<file path="config.mk">
export PLATFORM = sky130hd
export DESIGN_NAME = irq_req_latch
export DESIGN_NICKNAME = d
export VERILOG_FILES = /design/src/rtl/irq_latch_pkg.sv /design/src/rtl/irq_trig_mode_reg.sv /design/src/rtl/irq_line_cell.sv /design/src/rtl/irq_req_latch.sv
export SDC_FILE = /design/constraint.sdc
export NUM_CORES = 1
export LEC_CHECK = 0
export ABC_CLOCK_PERIOD_IN_PS = 900
export CORE_UTILIZATION = 43
export CTS_BUF_LIST = sky130_fd_sc_hd__clkbuf_4
export CTS_CLUSTER_SIZE = 28
export DETAILED_ROUTE_END_ITERATION = 10
export PLACE_DENSITY = 0.81
export SLEW_MARGIN = 0
export SYNTH_ARGS = -nofsm -noshare
export SYNTH_HDL_FRONTEND = slang
export SYNTH_HIERARCHICAL = 1
export SYNTH_SLANG_ARGS = --single-unit
</file>
<file path="constraint.sdc">
create_clock -name clk -period 0.9 [get_ports clk]
set_input_delay 0.18 -clock clk [delete_from_list [all_inputs] [get_ports clk]]
set_output_delay 0.18 -clock clk [all_outputs]
set_load 0.005 [all_outputs]
</file>
<file path="src/rtl/irq_latch_pkg.sv">
package irq_latch_pkg;

    typedef enum logic {
        TRIG_EDGE  = 1'b0,
        TRIG_LEVEL = 1'b1
    } trig_e;

    typedef struct packed {
        logic  raw;
        logic  ack;
        trig_e mode;
    } line_in_t;

    // Next value of one pending bit, ignoring reinit.
    function automatic logic pend_next(line_in_t li, logic prev, logic cur);
        logic rise;
        rise = li.raw & ~prev;
        if (li.mode == TRIG_LEVEL)
            return li.raw;
        else
            return rise | (cur & ~li.ack);
    endfunction

endpackage

</file>
<file path="src/rtl/irq_trig_mode_reg.sv">
module irq_trig_mode_reg #(
    parameter int               N_LINES = 8,
    parameter logic [N_LINES-1:0] WR_MASK = 8'hF8
) (
    input  logic               clk,
    input  logic               rst,
    input  logic               wr,
    input  logic [N_LINES-1:0] wdata,
    output logic [N_LINES-1:0] mode_q
);
    // Not cleared by reinit: only hardware reset touches it.
    always_ff @(posedge clk) begin
        if (rst)
            mode_q <= '0;
        else if (wr)
            mode_q <= wdata & WR_MASK;
    end
endmodule

</file>
<file path="src/rtl/irq_line_cell.sv">
module irq_line_cell
    import irq_latch_pkg::*;
(
    input  logic     clk,
    input  logic     rst,
    input  logic     reinit,
    input  line_in_t li,
    output logic     pend_o
);
    logic prev_q;
    logic pend_q;

    always_ff @(posedge clk) begin
        if (rst || reinit) begin
            prev_q <= 1'b0;
            pend_q <= 1'b0;
        end else begin
            prev_q <= li.raw;
            pend_q <= pend_next(li, prev_q, pend_q);
        end
    end

    assign pend_o = pend_q;
endmodule

</file>
<file path="src/rtl/irq_req_latch.sv">
module irq_req_latch
    import irq_latch_pkg::*;
#(
    parameter int               N_LINES = 8,
    parameter logic [N_LINES-1:0] WR_MASK = 8'hF8,
    localparam int              IDX_W   = $clog2(N_LINES)
) (
    input  logic               clk,
    input  logic               rst,
    input  logic [N_LINES-1:0] irq_in,
    input  logic               ack_valid,
    input  logic [IDX_W-1:0]   ack_idx,
    input  logic               cfg_wr,
    input  logic [N_LINES-1:0] cfg_wdata,
    output logic [N_LINES-1:0] cfg_rdata,
    input  logic               reinit,
    output logic [N_LINES-1:0] pend
);
    logic [N_LINES-1:0] mode_q;
    logic [N_LINES-1:0] ack_hot;

    irq_trig_mode_reg #(.N_LINES(N_LINES), .WR_MASK(WR_MASK)) u_mode (
        .clk    (clk),
        .rst    (rst),
        .wr     (cfg_wr),
        .wdata  (cfg_wdata),
        .mode_q (mode_q)
    );

    always_comb begin
        ack_hot = '0;
        if (ack_valid)
            ack_hot[ack_idx] = 1'b1;
    end

    for (genvar i = 0; i < N_LINES; i++) begin : g_line
        line_in_t li;
        assign li.raw  = irq_in[i];
        assign li.ack  = ack_hot[i];
        assign li.mode = trig_e'(mode_q[i]);

        irq_line_cell u_cell (
            .clk    (clk),
            .rst    (rst),
            .reinit (reinit),
            .li     (li),
            .pend_o (pend[i])
        );
    end

    assign cfg_rdata = mode_q;
endmodule

</file>
==> metrics.md, run 1 <==
| Metric | Value |
|---|---|
| Worst Setup EP | `pend[6]` |
| Simple-gate area share of the yosys netlist | `35.5%` |
| Final Net Count | `161` |
| Reg2Reg Depth | `4` |
| Mux cell area share after synthesis | `5.31%` |
| XOR/XNOR Fraction of Synth Area | `0%` |
| Min Tclk post-route | `0.937 ns` |
| Reg-to-Reg Start | `u_mode/mode_q[6]$_SDFFE_PP0P_` |
| Initial Utilization | `47.1%` |
| TritonCTS Sinks | `21` |
| GRT overflow | `0` |
| Residual DRC count | `0` |
| Total net switching power | `0.451 mW` |
| Pin count of the biggest net entering global routing | `17` |
| Die W | `48.8 µm` |
| Final hold vios | `0` |
| Complex-gate fraction of the synthesized area | `10.6%` |
| Pre-antenna DRT Iters | `4` |
| CORE AREA | `2000 µm²` |
| Fin Setup TNS | `-0.303 ns` |
| Height of the die | `48.8 µm` |
| GR Util All Layers | `19.3%` |
| First-pass GRT wire length | `3540 µm` |
| Worst Hold Depth | `4` |
| Syn_area_per_cell | `11.2 µm²` |
| Area leader, netlist | `dfxtp_1` |
| Clk slew on worst S/H paths | `0.11 ns` |
| Setup WS pre-CTS | `-0.550 ns` |
| GR Util met3 | `2.80%` |
| Number of global-route vias before repair | `808` |
| Max Root-Sink Buffers | `2` |
| Area after DPL | `1420 µm²` |
| HPWL after detailed placement | `1620 µm` |
| Period utilization | `104%` |
| Post-synthesis sequential area ratio | `44.6%` |
| Total Wirelength | `2160 µm` |
| Wire length per cell | `13.2 µm` |
| Via Count | `802` |
| Crit path largest cell delay | `0.34 ns` |
| RSZ-0062 raised after global routing | `true` |
| Failing checks | `negative setup slack` |
| Yosys reg bits | `21` |
| Util after Layout | `72.1%` |
| Yosys cell types | `16` |
| # Max-Cap Violations | `0` |
| VDD IR-drop max | `1.11 mV` |
| Sequential Power Share | `53.6%` |
| Ys async rst share | `0%` |
| Layout cells sized above 1 | `54.4%` |
| Highest clock rate | `1070 MHz` |
| Final RePlAce weighted congestion | `0.754` |
| Crit path launch type | `register` |
| Ports | `40` |
| Crit path kind | `reg -> out` |
| Setup crit end kind | `output port` |
| Max-slew violation count | `0` |
| Fin area | `1440 µm²` |
| CTS Buf Count | `3` |
| Worst path cell trace | `buf_2` |
| Port Buffers | `33` |
| Area delta synth->final | `53.1%` |
| Worst min path class | `in -> reg` |
| Gate Count Post-Synth | `84` |
| Hold_ws | `0.328 ns` |
| Top delay family on crit path | `flip-flops` |
| Largest family of logic cells by synthesized area | `simple AND/OR/NAND/NOR gates` |
| Pwr Density | `1300 nW/µm²` |
| GR Util met1 | `21.9%` |
| Run status | `complete, but fails checks` |
| Die area | `2380 µm²` |
| Row cnt | `16` |
| Combinational fraction of design power | `21.1%` |
| Mapped cell area | `942 µm²` |
| Final setup viols | `13` |
| Met2 usage | `35.9%` |
| Crit path from | `g_line[6].u_cell/pend_o$_SDFF_PP0_` |
| Leakage | `0.627 nW` |
| CP Depth | `1` |
| CP max stage cell | `dfxtp_2` |
| Switching part of the total | `24.1%` |
| Synthesized-area fraction occupied by adder cells | `0%` |
| Top cells by area, synth | `dfxtp_1, a22oi_2, nor3_2` |
| WP buf/inv | `1` |
| CTS tree | `built` |
| Non-filler instance count after layout | `163` |
| Data required, critical path | `0.72 ns` |
| R2r setup slk | `0.02 ns` |
| Cts hold-fix bufs | `0` |
| N_diodes | `0` |
| Initial DRC count | `10` |
| Root buffer cell | `clkbuf_4` |
| Via density | `4.92` |
| Clock Latency Late Sink | `0.29 ns` |
| Clock share of power | `25.3%` |
| Final ANT Viol Nets | `0` |
| H-tree levels | `1` |
| Reg2Reg Capture Point | `g_line[6].u_cell/pend_o$_SDFF_PP0_` |
| Top-count cell post-synth | `dfxtp_1` |
| Initial antenna violation count | `0` |
| Synthesis warning total | `6` |
| Int Pwr | `1.42 mW` |
| Setup Skew | `0.00194 ns` |
| GR peak layer | `met2` |
| Total power | `1.87 mW` |
| Most common flop cell mapped by yosys | `dfxtp_1` |
| Share of the synthesized area in the top cell type | `44.6%` |
| Crit Path Max Fanout | `2` |
| Synth cell count leaders | `dfxtp_1, nor2_1` |
| Final worst slack | `-0.0372 ns` |
| Post-Place Cells | `157` |
| EDFF count, synth | `0` |
| Critical path arrival | `0.76 ns` |
## layout by cell type (no fill, tap or decap), drive strengths merged
cell type / count
nor2: 13
and4: 1
dlymetal6s2s: 1
nand2b: 8
nor3: 8
clkdlybuf4s15: 1
and4b: 3
buf: 30
mux2i: 5
and4bb: 3
nor4b: 1
clkdlybuf4s50: 15
conb: 3
a22oi: 8
nor3b: 8
dfxtp: 21
clkbuf: 7
## layout make-up
type / instances / area [µm²]
tap: 27 / 33.8
fill: 159 / 559
clock buffer: 4 / 30.0
multi-input combinational: 61 / 518
timing repair buffer: 50 / 424
sequential: 21 / 437
## timing repair
item | in CTS | in global routing
buffers inserted | 1 | 1
pin swaps | 0 | 1
gates resized for setup | 67 | 14
setup endpoints to repair | 21 | 20
## flip-flops by register name, summed over array words and instances (netlist names)
name / cells
g_line.u_cell/pend_o: 8
g_line.u_cell/prev_q: 8
u_mode/mode_q: 5
## layer usage
| metal | wire length [µm] | vias to the layer above |
|---|---|---|
| met5 | 0 | - |
| met4 | 28 | 0 |
| met3 | 108 | 4 |
| met2 | 1150 | 25 |
| met1 | 866 | 369 |
| li1 | - | 404 |
## kinds of logic (layout without fill, tap and decap cells)
logic type             after synthesis  after routing
muxes                                5              5
DFF                                 21             21
buffers and inverters                4             54
other                                1              3
and+or+nand+nor                     45             45
AOI/OAI and AO/OA                    8              8
## how the worst min path moves through the flow
stage                                             startpoint                            endpoint
after floorplan                                       reinit  g_line[0].u_cell/pend_o$_SDFF_PP0_
after global placement    g_line[4].u_cell/prev_q$_SDFF_PP0_  g_line[4].u_cell/pend_o$_SDFF_PP0_
after detailed placement  g_line[7].u_cell/prev_q$_SDFF_PP0_  g_line[7].u_cell/pend_o$_SDFF_PP0_
after CTS                                       cfg_wdata[4]       u_mode/mode_q[4]$_SDFFE_PP0P_
after global routing                                  cfg_wr       u_mode/mode_q[6]$_SDFFE_PP0P_
final                                                 cfg_wr       u_mode/mode_q[6]$_SDFFE_PP0P_
## power by group through the flow
stage               clock, mW  sequential (mW)  combinational [mW]
CTS                     0.485            0.998               0.377
global placement            0             1.01               0.396
finish                  0.474             1.00               0.394
detailed placement          0             1.01               0.407
floorplan                   0             1.02               0.139
global route            0.530             1.01               0.426
Power figures use the tool's default switching activity.
==> run 2: changes to the inputs <==
ABC_AREA = 1   (was unset)
GPL_TIMING_DRIVEN = 0   (was unset)
==> run 2 against run 1 <==
  * The flow still finishes with violations (negative setup slack)
  * Setup slack lost 0.011 ns
  * Die area grew 1.8%
  * Utilization shrank 4.7 points
  * Critical path type unchanged
  * Critical endpoint is now cfg_rdata[3]
  * Largest power group unchanged
==> metrics.md, run 2 <==
| Metric | Value |
|---|---|
| Run status | `complete, but fails checks` |
| Failing checks | `negative setup slack` |
| Worst path cell trace | `buf_2` |
| Setup crit end kind | `output port` |
| Simple-gate area share of the yosys netlist | `42.5% (+7.0 points)` |
| XOR/XNOR Fraction of Synth Area | `0% (unchanged)` |
| GR Util All Layers | `19.5% (+0.23 points)` |
| Port Buffers | `32 (-3.0%)` |
| CTS tree | `built` |
| Ys async rst share | `0% (unchanged)` |
| Post-Place Cells | `202 (+29%)` |
| Clk slew on worst S/H paths | `0.11 ns (about the same)` |
| Top-count cell post-synth | `nand2_1` |
| Most common flop cell mapped by yosys | `dfxtp_1` |
| Root buffer cell | `clkbuf_4` |
| Max-slew violation count | `0 (unchanged)` |
| Multi-input gate area | `427 µm² (-18%)` |
| Largest family of logic cells by synthesized area | `simple AND/OR/NAND/NOR gates` |
| Post-synthesis sequential area ratio | `43.8% (-0.81 points)` |
| Fin area | `1360 µm² (-5.6%)` |
| Mapped cell area | `960 µm² (+1.9%)` |
| GRT overflow | `0 (unchanged)` |
| Total power | `1.80 mW (-3.8%)` |
| Pwr Density | `1320 nW/µm² (+1.9%)` |
| Die area | `2420 µm² (+1.8%)` |
| Data required, critical path | `0.72 ns (about the same)` |
| Top cells by area, synth | `dfxtp_1, nand2_1, nor2_1` |
| Mux cell area share after synthesis | `0% (-5.3 points)` |
| Final setup viols | `13 (unchanged)` |
| Initial Utilization | `47.5% (+0.40 points)` |
| Total Wirelength | `2090 µm (-2.9%)` |
| Worst min path class | `in -> reg` |
| Gate Count Post-Synth | `141 (+68%)` |
| Number of global-route vias before repair | `891 (+10%)` |
| Fillers | `195 (+23%)` |
| Final ANT Viol Nets | `0 (unchanged)` |
| Layout cells sized above 1 | `28.3% (-26 points)` |
| TritonCTS Sinks | `21 (unchanged)` |
| Crit path launch type | `register` |
| Final Net Count | `209 (+30%)` |
| Area delta synth->final | `41.9%` |
| RSZ-0062 raised after global routing | `true` |
| Via density | `4.54 (-7.8%)` |
| Crit path kind | `reg -> out` |
| Top delay family on crit path | `flip-flops` |
| Height of the die | `49.2 µm (+0.88%)` |
| Final hold vios | `0 (unchanged)` |
| Final RePlAce weighted congestion | `0.724 (-4.0%)` |
| Critical path arrival | `0.77 ns (about the same)` |
| Clock Latency Late Sink | `0.30 ns (about the same)` |
| Crit path largest cell delay | `0.36 ns (+0.02 ns)` |
| Highest clock rate | `1050 MHz (-1.2%)` |
| Row cnt | `16 (unchanged)` |
| Initial antenna violation count | `0 (unchanged)` |
| CTS Buf Count | `3 (unchanged)` |
| Area after DPL | `1320 µm² (-6.8%)` |
| Commonest non-fill, non-tap cell in the layout | `nand2_1` |
| Synth cell count leaders | `nand2_1, nor2_1, inv_1` |
| Via Count | `957 (+19%)` |
| Setup Skew | `0.000636 ns (-0.00130 ns)` |
| Pin count of the biggest net entering global routing | `18 (+1)` |
| N_diodes | `0 (unchanged)` |
| VDD IR-drop max | `0.870 mV (-21%)` |
| CORE AREA | `2020 µm² (+1.0%)` |
| Max Root-Sink Buffers | `2 (unchanged)` |
| Synthesized-area fraction occupied by adder cells | `0% (unchanged)` |
| Synthesis warning total | `6 (unchanged)` |
| WP buf/inv | `1 (unchanged)` |
| Period utilization | `105% (+1.2 points)` |
| Pre-antenna DRT Iters | `4 (unchanged)` |
| Non-filler instance count after layout | `211 (+29%)` |
| Commonest cells after routing, fill and taps aside | `nand2_1, inv_1, nor2_1, nand3_1, clkdlybuf4s50_1` |
| Crit Path Max Fanout | `3 (+1)` |
| Complex-gate fraction of the synthesized area | `0% (-11 points)` |
| Yosys reg bits | `21 (unchanged)` |
| H-tree levels | `1 (unchanged)` |
| # Max-Cap Violations | `0 (unchanged)` |
| Yosys cell types | `10 (-6)` |
| Share of the synthesized area in the top cell type | `43.8% (-0.81 points)` |
| Syn_area_per_cell | `6.81 µm² (-39%)` |
| Ports | `40 (unchanged)` |
| Min Tclk post-route | `0.948 ns (+0.0112 ns)` |
| Die W | `49.2 µm (+0.88%)` |
| Initial DRC count | `14 (+4)` |
| EDFF count, synth | `0 (unchanged)` |
| Leakage | `0.694 nW (+11%)` |
| Seq. cell area | `437 µm² (unchanged)` |
| CP max stage cell | `dfxtp_2` |
| Residual DRC count | `0 (unchanged)` |
| Final worst slack | `-0.0484 ns (-0.0112 ns)` |
| First-pass GRT wire length | `3650 µm (+3.1%)` |
| HPWL after detailed placement | `1450 µm (-11%)` |
| Area leader, netlist | `dfxtp_1` |
| Wire length per cell | `9.92 µm (-25%)` |
[run 2: layer usage]
| metal | track usage (%) | routed length, µm | up-vias |
|---|---|---|---|
| met5 | 0 | 0 | - |
| li1 | - | - | 503 |
| met3 | 3.74 | 131 | 4 |
| met1 | 23.2 | 919 | 415 |
| met2 | 34.2 | 1010 | 35 |
| met4 | 7.35 | 30 | 0 |
[run 2: power by group]
part / switching (mW) / internal [mW]
sequential: 0.0222 / 0.985
combinational: 0.162 / 0.183
clock: 0.281 / 0.166
total: 0.465 / 1.33
[run 2: kinds of logic (layout without fill, tap and decap cells)]
group	after synthesis	after routing
DFF	21	21
other	1	3
buffers and inverters	29	70
and+or+nand+nor	90	90
[run 2: path summary, 6_finish.rpt]
check / slack [ns] / depth (start not counted) / start / end
min reg2reg: 0.50 / 2 / u_mode/mode_q[3]$_SDFFE_PP0P_ / u_mode/mode_q[3]$_SDFFE_PP0P_
max reg2reg: 0.09 / 5 / u_mode/mode_q[7]$_SDFFE_PP0P_ / g_line[7].u_cell/pend_o$_SDFF_PP0_
max: -0.05 / 1 / u_mode/mode_q[3]$_SDFFE_PP0P_ / cfg_rdata[3]
min: 0.14 / 3 / cfg_wr / u_mode/mode_q[5]$_SDFFE_PP0P_
[run 2: worst min-delay path, stage by stage]
cell	delay [ns]
buf_6	0.11
nor2_1	0.04
nor2_1	0.08
[run 2: stage by stage]
step	setup WS (ns)	TNS (ns)	hold slack, ns	util, %
after global routing	-0.104	-1.12	0.130	67.3
after floorplan	0.266	0	0.255	-
final	-0.0484	-0.440	0.136	67.3
after global placement	-0.784	-14.18	0.449	65.3
after detailed placement	-0.779	-14.40	0.461	65.3
after CTS	-0.0555	-0.593	0.131	65.9
[run 2: repair_timing]
item                       in CTS  in global routing
pin swaps                       0                  1
buffers inserted                4                  1
gates resized for setup        71                  7
hold buffers                    0                  0
setup endpoints to repair      34                 20
[run 2: layout make-up]
cell class | instances | area share [%]
Sequential cell | 21 | 32.1
Multi-Input combinational cell | 93 | 31.3
Timing Repair Buffer | 37 | 22.7
Inverter | 25 | 6.89
Buffer | 4 | 2.48
Tap cell | 27 | 2.48
Clock buffer | 3 | 1.65
Clock inverter | 1 | 0.368
